<file path="src/rtl/cc_timer16_pkg.sv">
package cc_timer16_pkg;

  typedef enum logic [2:0] {
    A_CTLA  = 3'd0,
    A_CTLB  = 3'd1,
    A_CNT_H = 3'd2,
    A_CNT_L = 3'd3,
    A_CMP_H = 3'd4,
    A_CMP_L = 3'd5,
    A_CAP_H = 3'd6,
    A_CAP_L = 3'd7
  } reg_addr_e;

  typedef enum logic [1:0] {
    IRQ_ALL    = 2'b00,
    IRQ_CAP    = 2'b01,
    IRQ_RELOAD = 2'b10,
    IRQ_ALL2   = 2'b11
  } irq_sel_e;

  typedef struct packed {
    logic       run;
    logic       cap_mode;
    logic       idle_lvl;
    logic       rise_pol;
    logic       rsvd;
    logic [2:0] exp_n;
  } ctla_t;

endpackage

</file>
<file path="src/rtl/cc_prescaler.sv">
module cc_prescaler #(
  parameter int PW = 3
) (
  input  logic          clk,
  input  logic          rst_n,
  input  logic          run,
  input  logic [PW-1:0] exp_n,
  output logic          tick
);
  localparam int PCW = (1 << PW) - 1;

  logic [PCW-1:0] pcnt_q, pcnt_d, mask;

  always_comb begin
    for (int i = 0; i < PCW; i++) mask[i] = (i < int'(exp_n));
  end

  assign tick = run && ((pcnt_q & mask) == mask);

  always_comb begin
    pcnt_d = pcnt_q;
    if (!run) pcnt_d = '0;
    else      pcnt_d = pcnt_q + 1'b1;
  end

  always_ff @(posedge clk or negedge rst_n) begin
    if (!rst_n) pcnt_q <= '0;
    else        pcnt_q <= pcnt_d;
  end

  p_presc_clear_r3: assert property (@(posedge clk) disable iff (!rst_n)
    !run |=> (pcnt_q == '0));

endmodule

</file>
<file path="src/rtl/cc_edge_sync.sv">
module cc_edge_sync #(
  parameter int STAGES = 2
) (
  input  logic clk,
  input  logic rst_n,
  input  logic din,
  output logic rise,
  output logic fall
);
  logic [STAGES-1:0] sync_q;
  logic              prev_q;

  always_ff @(posedge clk or negedge rst_n) begin
    if (!rst_n) begin
      sync_q <= '0;
      prev_q <= 1'b0;
    end else begin
      sync_q <= {sync_q[STAGES-2:0], din};
      prev_q <= sync_q[STAGES-1];
    end
  end

  assign rise = sync_q[STAGES-1] & ~prev_q;
  assign fall = ~sync_q[STAGES-1] & prev_q;

endmodule

</file>
<file path="src/rtl/cc_count_core.sv">
module cc_count_core #(
  parameter int DW = 8
) (
  input  logic            clk,
  input  logic            rst_n,
  input  logic            tick,
  input  logic            cap_mode,
  input  logic [2*DW-1:0] limit,
  input  logic            wr_hi,
  input  logic            wr_lo,
  input  logic [DW-1:0]   wdata,
  output logic [2*DW-1:0] count,
  output logic            match
);
  localparam int CW = 2 * DW;

  logic [CW-1:0] cnt_q, cnt_d;

  assign match = tick && (cnt_q == limit);
  assign count = cnt_q;

  always_comb begin
    cnt_d = cnt_q;
    if (wr_hi || wr_lo) begin
      if (wr_hi) cnt_d[CW-1:DW] = wdata;
      if (wr_lo) cnt_d[DW-1:0]  = wdata;
    end else if (tick) begin
      if (match && cap_mode) cnt_d = CW'(1);
      else                   cnt_d = cnt_q + 1'b1;
    end
  end

  always_ff @(posedge clk or negedge rst_n) begin
    if (!rst_n) cnt_q <= '0;
    else        cnt_q <= cnt_d;
  end

  p_hold_r3: assert property (@(posedge clk) disable iff (!rst_n)
    (!tick && !wr_hi && !wr_lo) |=> $stable(cnt_q));

  p_wrap_r5: assert property (@(posedge clk) disable iff (!rst_n)
    (tick && !wr_hi && !wr_lo && (&cnt_q) && !(cap_mode && limit == cnt_q))
      |=> (cnt_q == '0));

  p_cmp_continue_r4: assert property (@(posedge clk) disable iff (!rst_n)
    (match && !cap_mode && !wr_hi && !wr_lo) |=> (cnt_q == $past(limit) + 1'b1));

  p_cap_reload_r9: assert property (@(posedge clk) disable iff (!rst_n)
    (tick && cap_mode && cnt_q == limit && !wr_hi && !wr_lo) |=> (cnt_q == CW'(1)));

endmodule

</file>
<file path="src/rtl/cc_timer16.sv">
module cc_timer16
  import cc_timer16_pkg::*;
#(
  parameter int DW    = 8,
  parameter int PW    = 3,
  parameter int SYNC  = 2
) (
  input  logic          clk,
  input  logic          rst_n,
  input  logic [2:0]    addr,
  input  logic          wr_en,
  input  logic [DW-1:0] wdata,
  output logic [DW-1:0] rdata,
  input  logic          tmr_in,
  output logic          tmr_out,
  output logic          irq
);
  localparam int CW = 2 * DW;

  // reset: asserted asynchronously, released through two flops
  logic [1:0] rst_sync_q;
  logic       rst_ni;
  always_ff @(posedge clk or negedge rst_n) begin
    if (!rst_n) rst_sync_q <= 2'b00;
    else        rst_sync_q <= {rst_sync_q[0], 1'b1};
  end
  assign rst_ni = rst_sync_q[1];

  // register state
  ctla_t          ctla_q, ctla_d;
  irq_sel_e       isel_q, isel_d;
  logic [CW-1:0]  cmp_q, cmp_d;
  logic [CW-1:0]  cap_q, cap_d;
  logic           out_q, out_d;
  logic           irq_q, irq_d;

  logic [CW-1:0]  count;
  logic           tick, match, rise, fall;
  logic           edge_sel, cap_evt, rld_evt;
  logic           wr_cap_h, wr_cap_l;

  cc_prescaler #(.PW(PW)) u_presc (
    .clk   (clk),
    .rst_n (rst_ni),
    .run   (ctla_q.run),
    .exp_n (ctla_q.exp_n[PW-1:0]),
    .tick  (tick)
  );

  cc_edge_sync #(.STAGES(SYNC)) u_sync (
    .clk   (clk),
    .rst_n (rst_ni),
    .din   (tmr_in),
    .rise  (rise),
    .fall  (fall)
  );

  cc_count_core #(.DW(DW)) u_core (
    .clk      (clk),
    .rst_n    (rst_ni),
    .tick     (tick),
    .cap_mode (ctla_q.cap_mode),
    .limit    (cmp_q),
    .wr_hi    (wr_en && addr == A_CNT_H),
    .wr_lo    (wr_en && addr == A_CNT_L),
    .wdata    (wdata),
    .count    (count),
    .match    (match)
  );

  assign edge_sel = ctla_q.rise_pol ? rise : fall;
  assign cap_evt  = ctla_q.run && ctla_q.cap_mode && edge_sel;
  assign rld_evt  = match;
  assign wr_cap_h = wr_en && addr == A_CAP_H;
  assign wr_cap_l = wr_en && addr == A_CAP_L;

  always_comb begin
    ctla_d = ctla_q;
    isel_d = isel_q;
    cmp_d  = cmp_q;
    cap_d  = cap_q;
    if (wr_en && addr == A_CTLA) begin
      ctla_d      = ctla_t'(wdata[7:0]);
      ctla_d.rsvd = 1'b0;
    end
    if (wr_en && addr == A_CTLB)  isel_d = irq_sel_e'(wdata[1:0]);
    if (wr_en && addr == A_CMP_H) cmp_d[CW-1:DW] = wdata;
    if (wr_en && addr == A_CMP_L) cmp_d[DW-1:0]  = wdata;
    if (wr_cap_h || wr_cap_l) begin
      if (wr_cap_h) cap_d[CW-1:DW] = wdata;
      if (wr_cap_l) cap_d[DW-1:0]  = wdata;
    end else if (cap_evt) begin
      cap_d = count;
    end
  end

  always_comb begin
    out_d = out_q;
    if (!ctla_q.run)                      out_d = ctla_q.idle_lvl;
    else if (!ctla_q.cap_mode && rld_evt) out_d = ~out_q;
  end

  always_comb begin
    irq_d = (cap_evt && isel_q != IRQ_RELOAD) ||
            (rld_evt && isel_q != IRQ_CAP);
  end

  always_ff @(posedge clk or negedge rst_ni) begin
    if (!rst_ni) begin
      ctla_q <= '0;
      isel_q <= IRQ_ALL;
      cmp_q  <= '0;
      cap_q  <= '0;
      out_q  <= 1'b0;
      irq_q  <= 1'b0;
    end else begin
      ctla_q <= ctla_d;
      isel_q <= isel_d;
      cmp_q  <= cmp_d;
      cap_q  <= cap_d;
      out_q  <= out_d;
      irq_q  <= irq_d;
    end
  end

  always_comb begin
    case (reg_addr_e'(addr))
      A_CTLA:  rdata = ctla_q;
      A_CTLB:  rdata = {{(DW-2){1'b0}}, isel_q};
      A_CNT_H: rdata = count[CW-1:DW];
      A_CNT_L: rdata = count[DW-1:0];
      A_CMP_H: rdata = cmp_q[CW-1:DW];
      A_CMP_L: rdata = cmp_q[DW-1:0];
      A_CAP_H: rdata = cap_q[CW-1:DW];
      default: rdata = cap_q[DW-1:0];
    endcase
  end

  assign tmr_out = out_q;
  assign irq     = irq_q;

  p_out_toggle_r6: assert property (@(posedge clk) disable iff (!rst_ni)
    (ctla_q.run && !ctla_q.cap_mode && match) |=> (out_q != $past(out_q)));

  p_out_idle_r6: assert property (@(posedge clk) disable iff (!rst_ni)
    !ctla_q.run |=> (out_q == $past(ctla_q.idle_lvl)));

  p_cap_load_r7: assert property (@(posedge clk) disable iff (!rst_ni)
    (cap_evt && !wr_cap_h && !wr_cap_l) |=> (cap_q == $past(count)));

  p_cap_still_r8: assert property (@(posedge clk) disable iff (!rst_ni)
    (!rise && !fall && !wr_cap_h && !wr_cap_l) |=> $stable(cap_q));

  p_irq_source_r10: assert property (@(posedge clk) disable iff (!rst_ni)
    irq_q |-> $past((cap_evt && isel_q != IRQ_RELOAD) || (match && isel_q != IRQ_CAP)));

endmodule

</file>
<file path="config.mk">
export PLATFORM = sky130hd
export DESIGN_NAME = cc_timer16
export DESIGN_NICKNAME = d
export VERILOG_FILES = /design/src/rtl/cc_timer16_pkg.sv /design/src/rtl/cc_prescaler.sv /design/src/rtl/cc_edge_sync.sv /design/src/rtl/cc_count_core.sv /design/src/rtl/cc_timer16.sv
export SDC_FILE = /design/constraint.sdc
export NUM_CORES = 1
export LEC_CHECK = 0
export BUFFER_PORTS_ARGS = -buffer_cell sky130_fd_sc_hd__buf_2
export CAP_MARGIN = 20
export CORE_ASPECT_RATIO = 1.1
export CORE_MARGIN = 2
export CORE_UTILIZATION = 55
export CTS_CLUSTER_SIZE = 8
export DETAILED_ROUTE_END_ITERATION = 10
export GPL_TIMING_DRIVEN = 0
export HOLD_SLACK_MARGIN = 0.15
export PLACE_DENSITY_LB_ADDON = 0.15
export SKIP_LAST_GASP = 1
export SYNTH_ARGS = -nofsm -noshare
export SYNTH_HDL_FRONTEND = slang
export SYNTH_SLANG_ARGS = --single-unit
</file>
<file path="constraint.sdc">
create_clock -name clk -period 2.1 [get_ports clk]
set_clock_uncertainty 0.1 [all_clocks]
set_input_delay 0.42 -clock clk [delete_from_list [all_inputs] [get_ports clk]]
set_output_delay 0.42 -clock clk [all_outputs]
set_load 0.02 [all_outputs]
</file>
==> results of run 1 <==
-- cell usage in the layout (no fill, tap or decap), drive strengths merged, types with 3 or more instances in the layout --
master and count:
a21o 8, a22o 6, a21oi 24, buf 61, nand2b 3, o31ai 5, or3 3, and2 6
o21a 5, nor2 34, and3 13, o22ai 3, mux2i 7, a211oi 4, nand2 60, clkbuf 18
a21boi 6, o21ai 40, inv 9, a31oi 9, nor2b 4, o31a 3, nand3 15, o2bb2ai 6
mux2 25, dfrtp 71, clkinv 4, nand4 4, xnor2 20
-- timing repair --
action                                 in CTS  in global routing
gates resized for setup                    86                 55
setup buffers                              10                 12
endpoints found under the hold margin       3                  0
setup endpoints to repair                  40                 34
gates cloned                                1                  0
hold buffers                                2                  0
pin swaps                                  37                 18
-- per-layer routing --
| layer | GRT usage [%] | vias to the layer above | wire length (µm) |
|---|---|---|---|
| met5 | 0 | - | 0 |
| met4 | 14.1 | 0 | 486 |
| met3 | 7.10 | 45 | 1120 |
| met2 | 49.6 | 226 | 5980 |
| met1 | 43.9 | 1886 | 5250 |
| li1 | - | 1716 | - |
-- cell usage after synthesis (9+ instances only) --
library cell,n,area (µm²)
nand3_1,15,75.1
nor2_1,34,128
a21oi_1,24,120
a31oi_1,9,56.3
o21ai_0,37,185
nand2_1,60,225
mux2_2,25,282
clkbuf_1,13,48.8
and3_1,13,81.3
dfrtp_1,71,1780
inv_1,9,33.8
xnor2_1,18,158
-- power by group --
| group | internal [W] | leakage, nW | total (W) | switching, W |
|---|---|---|---|---|
| Sequential | 0.00181 | 0.854 | 0.00233 | 0.000516 |
| Combinational | 0.00110 | 1.28 | 0.00224 | 0.00114 |
| Clock | 0.000697 | 0.116 | 0.00124 | 0.000540 |
| Total | 0.00361 | 2.25 | 0.00580 | 0.00220 |
-- cells by family (layout without fill, tap and decap cells) --
kind of cell,count (synthesis),after routing,share of synthesized area [%]
xor+xnor,21,21,4.80
compound gates,132,132,21.1
other cells,1,2,0.0904
mux,33,33,9.02
fa+ha+maj,2,2,0.603
flops,71,71,42.8
simple gates,149,149,17.3
buf+inv,37,96,4.28
-- worst max-delay path: cells and delay by family, from the launching register on --
| family | cells | cell delay [ns] |
|---|---|---|
| buffers and inverters | 1 | 0.16 |
| DFF | 1 | 0.46 |
| AOI/OAI and AO/OA | 3 | 0.45 |
| and+or+nand+nor | 2 | 0.16 |
| muxes | 1 | 0.17 |
-- sequential cells by signal, summed over array words and instances, names as in the netlist --
name	flops
cmp_q	16
irq	1
u_presc.pcnt_q	7
tmr_out	1
rst_sync_q	2
u_core.count	16
u_sync.sync_q	2
cap_q	16
ctla_q	7
isel_q	2
u_sync.prev_q	1
-- final timing paths --
path                               endpoint              from  slack, ns
max in group asynchronous   u_core.count[2]     rst_sync_q[1]       0.90
min                        u_sync.sync_q[1]  u_sync.sync_q[0]       0.26
min reg2reg                u_sync.sync_q[1]  u_sync.sync_q[0]       0.26
max reg2reg                 u_core.count[9]   u_core.count[6]      -0.14
min in group asynchronous     rst_sync_q[1]             rst_n       0.27
max                                rdata[7]         ctla_q[7]      -0.17
-- final cells by class --
| cell class | instances | area [µm²] | share of cell area (%) |
|---|---|---|---|
| Multi-Input combinational cell | 338 | 2540 | 48.1 |
| Clock buffer | 10 | 138 | 2.60 |
| Sequential cell | 71 | 1800 | 34.0 |
| Inverter | 9 | 33.8 | 0.639 |
| Buffer | 24 | 220 | 4.16 |
| Antenna cell | 1 | 2.50 | 0.0473 |
| Clock inverter | 6 | 83.8 | 1.59 |
| Timing Repair Buffer | 47 | 359 | 6.79 |
| Tap cell | 87 | 109 | 2.06 |
-- per-stage QoR --
step,util (%),TNS [ns],instances,power [W],hold WS (ns)
6_report,71.5,-1.77,593,0.00580,0.260
5_1_grt,71.5,-3.28,592,0.00608,0.275
4_1_cts,67.2,-1.14,581,0.00547,0.262
3_5_place_dp,59.7,-15.82,555,0.00397,0.106
3_3_place_gp,59.7,-14.56,555,0.00391,0.106
2_1_floorplan,-,0,446,0.00344,0.0244
==> flow_metrics.env, run 1 <==
export IMPL_whs_path_depth=0
export IMPL_slew_violations=0
export IMPL_antenna_found_initial=1
export IMPL_avgViaCountPerCell=6.53
export IMPL_design_area_um2=5290
export IMPL_startpoint_type="flip-flop"
export IMPL_io_buffers=22
export IMPL_die_h_um=95.1
export IMPL_dpl_instance_area_um2=4410
export IMPL_ys_warn_count=0
export IMPL_clk_pin_slew_worst_paths_ns=0.08
export IMPL_grt_max_degree=70
export IMPL_fmax_ghz=0.441
export IMPL_antenna_left=0
export IMPL_hpwl_um=8420
export IMPL_seq_area_frac_synth_pct=42.8
export IMPL_violations="negative setup slack"
export IMPL_cp_cell_sequence="mux2i_1 -> nor2_1 -> a21oi_1 -> nor2_1 -> a211oi_2 -> a21oi_2 -> buf_2"
export IMPL_worst_setup_path_type="reg -> out"
export IMPL_maxSlewHeadroom_pct=40.2
export IMPL_area_growth_pct=27.5
export IMPL_crit_path_frequent_cell="nor2_1"
export IMPL_peakVddDrop_mv=0.604
export IMPL_cp_arrival_ns=1.75
export IMPL_synth_seq_cells=71
export IMPL_design_core_area_um2=7390
export IMPL_finalCriticalPeriod_ns=2.27
export IMPL_synth_cells=446
export IMPL_fill_cells=543
export IMPL_outcome="finished, violations left"
export IMPL_cts_made_buffers=9
export IMPL_syn_nets=463
export IMPL_clkLatencyLatePin_ns=0.35
export IMPL_synth_edf_count=0
export IMPL_setup_viol=25
export IMPL_tritoncts="done"
export IMPL_num_rows=33
export IMPL_final_nets=517
export IMPL_powerDensity_nw_per_um2=1100
export IMPL_clockRootBuffer="clkbuf_8"
export IMPL_power_leakage_nw=2.25
export IMPL_max_slew_worst_pin_slew_ns=0.897
export IMPL_hold_path_class="reg -> reg"
export IMPL_critical_path_max_stage_delay_ns=0.46
export IMPL_synth_flop_cell="dfrtp_1"
export IMPL_die_w_um=86.8
export IMPL_async_flop_share_pct=100
export IMPL_worstPathMaxFanout=4
export IMPL_ys_types=59
export IMPL_cts_sinks=71
export IMPL_finalHoldViolations=0
export IMPL_rsz0062_at_grt="true"
export IMPL_finalCritPeriodShare_pct=108
export IMPL_drtIter0Drc=369
export IMPL_syn_area_um2=4150
export IMPL_grt_use_total_pct=32.3
export IMPL_vias=3873
export IMPL_grt_pass1_vias=3708
export IMPL_ctsHtreeMaxLevel=3
export IMPL_detail_route_wl_per_cell_um=21.6
export IMPL_clk_path_buf_depth=2
export IMPL_avgSynthCellArea_um2=9.30
export IMPL_setup_ws_ns=-0.165
export IMPL_ff2ff_path_depth=7
export IMPL_grt_overflow=0
export IMPL_maxCapViolCount=0
export IMPL_grt_first_pass_wirelength_um=20000
export IMPL_pre_cts_ws_ns=-0.627
export IMPL_required_ns=1.58
export IMPL_place_gp_congestion=1.00
export IMPL_drc=0
export IMPL_critPathSlowestCell="dfrtp_2"
export IMPL_io_pin_count=25
export IMPL_wirelength_um=12800
export IMPL_drive_gt1_share_pct=36.6
export IMPL_worst_setup_path_end_kind="output pin"
export IMPL_start_util_pct=56.1
export IMPL_drt_pre_antenna_iters=5
export IMPL_die_area_um2=8250
No activity file was read; power rests on OpenSTA's default activity.
==> run 2: changes to the inputs <==
- CORE_ASPECT_RATIO: 1.1 -> 0.6
==> run 2 against run 1 <==
The run still ends with negative setup slack left. Power is 9.0% higher. Sequential share of layout area shrank 1.2 points. Global-route usage rose by 2.4 points. Core utilization up 3.6 points. Final area up 3.7%. Clock-buffer cell count did not move. Critical endpoint unchanged. Largest power group is now combinational cells. Highest routed layer unchanged.
==> flow_metrics.env, run 2 (same netlist as run 1, synthesis figures left out) <==
export IMPL_cp_arrival_ns=1.77
export IMPL_rsz0062_at_grt="true"
export IMPL_maxCapViolCount=0
export IMPL_peakVddDrop_mv=0.584
export IMPL_cts_sinks=71
export IMPL_antenna_cells=0
export IMPL_clk_path_buf_depth=2
export IMPL_drtIter0Drc=447
export IMPL_drt_pre_antenna_iters=5
export IMPL_fin_setup_tns_ns=-2.03
export IMPL_power_leakage_nw=2.34
export IMPL_hold_ws_ns=0.250
export IMPL_worst_setup_path_end_kind="output pin"
export IMPL_tritoncts="done"
export IMPL_fill_cells=515
export IMPL_detail_route_wl_per_cell_um=22.6
export IMPL_ctsHtreeMaxLevel=3
export IMPL_required_ns=1.58
export IMPL_fmax_ghz=0.436
export IMPL_drc=0
export IMPL_final_common_cell="nand2_1"
export IMPL_slew_violations=0
export IMPL_finalCritPeriodShare_pct=109
export IMPL_violations="negative setup slack"
export IMPL_dpl_instance_area_um2=4430
export IMPL_fin_cells=619
export IMPL_maxSlewHeadroom_pct=39.0
export IMPL_register_area_um2=1800
export IMPL_finalPower_w=0.00633
export IMPL_num_rows=24
export IMPL_start_util_pct=56.8
export IMPL_drive_gt1_share_pct=38.4
export IMPL_multiInputGateArea_um2=2540
export IMPL_antenna_found_initial=0
export IMPL_antenna_left=0
export IMPL_grt_pass1_vias=3715
export IMPL_setup_viol=24
export IMPL_io_pin_count=25
export IMPL_final_nets=527
export IMPL_layout_cells_most_common_list="nand2_1 (59), dfrtp_1 (56), buf_4 (34)"
export IMPL_worstPathMaxFanout=2
export IMPL_cts_made_buffers=9
export IMPL_clockRootBuffer="clkbuf_16"
export IMPL_grt_max_degree=70
export IMPL_finalHoldViolations=0
export IMPL_setup_ws_ns=-0.191
export IMPL_clk_pin_slew_worst_paths_ns=0.06
export IMPL_powerDensity_nw_per_um2=1150
export IMPL_grt_first_pass_wirelength_um=20900
export IMPL_worst_setup_path_type="reg -> out"
export IMPL_die_h_um=71.3
export IMPL_grt_overflow=0
export IMPL_design_core_area_um2=7300
export IMPL_vias=4012
export IMPL_grt_use_total_pct=34.7
export IMPL_dp_cells=572
export IMPL_die_area_um2=8270
export IMPL_area_growth_pct=32.2
export IMPL_die_w_um=116
export IMPL_finalCriticalPeriod_ns=2.29
export IMPL_design_area_um2=5480
export IMPL_avgViaCountPerCell=6.48
export IMPL_outcome="finished, violations left"
export IMPL_hpwl_um=9000
export IMPL_io_buffers=22
export IMPL_startpoint_type="flip-flop"
export IMPL_clkLatencyLatePin_ns=0.35
export IMPL_wirelength_um=14000
export IMPL_max_slew_worst_pin_slew_ns=0.915
export IMPL_place_gp_congestion=0.984
export IMPL_hold_path_class="reg -> reg"
[run 2: path summary, 6_finish.rpt]
kind	cells after the start	from	slack (ns)	to
min	0	u_sync.sync_q[0]	0.25	u_sync.sync_q[1]
max in group asynchronous	0	rst_sync_q[1]	0.88	u_core.count[13]
min in group asynchronous	2	rst_n	0.27	rst_sync_q[1]
max	7	ctla_q[7]	-0.19	rdata[7]
min reg2reg	0	u_sync.sync_q[0]	0.25	u_sync.sync_q[1]
max reg2reg	7	u_core.count[8]	-0.14	u_core.count[10]
[run 2: layer usage]
layer	vias up	routed length (µm)	GRT usage [%]
met5	-	0	0
met1	1948	6080	51.2
met3	44	1750	14.9
met4	0	448	9.79
li1	1741	-	-
met2	279	5730	46.5
[run 2: repair_timing]
action | CTS | global route
gates resized for setup | 77 | 61
endpoints found under the hold margin | 3 | 0
pin swaps | 20 | 20
gates cloned | 1 | 1
hold buffers | 2 | 0
setup endpoints to repair | 34 | 27
setup buffers | 18 | 12
[run 2: cell type report]
type | instances | share of cell area, %
multi-input combinational | 338 | 46.3
inverter | 9 | 0.616
buffer | 25 | 4.50
clock inverter | 6 | 1.28
clock buffer | 10 | 4.18
timing repair buffer | 56 | 8.01
sequential | 71 | 32.8
tap | 104 | 2.37
[run 2: stage by stage]
| step | utilization, % | setup WS [ns] |
|---|---|---|
| after floorplan | - | 0.0216 |
| after global placement | 60.7 | -0.529 |
| after detailed placement | 60.8 | -0.535 |
| after CTS | 70.6 | -0.0650 |
| after global routing | 75.1 | -0.242 |
| final | 75.1 | -0.191 |
[run 2: critical path, stage by stage, from the launching register on]
cell and delay [ns]:
dfrtp_2 0.43, mux2i_1 0.18, nor2_1 0.08, a21oi_1 0.17
nor2_2 0.09, a211oi_2 0.24, a21oi_2 0.07, buf_4 0.16
[run 2: where the power goes]
part / internal, W / switching, W
registers: 0.00181 / 0.000546
logic: 0.00122 / 0.00119
clock network: 0.000926 / 0.000639
total: 0.00396 / 0.00237
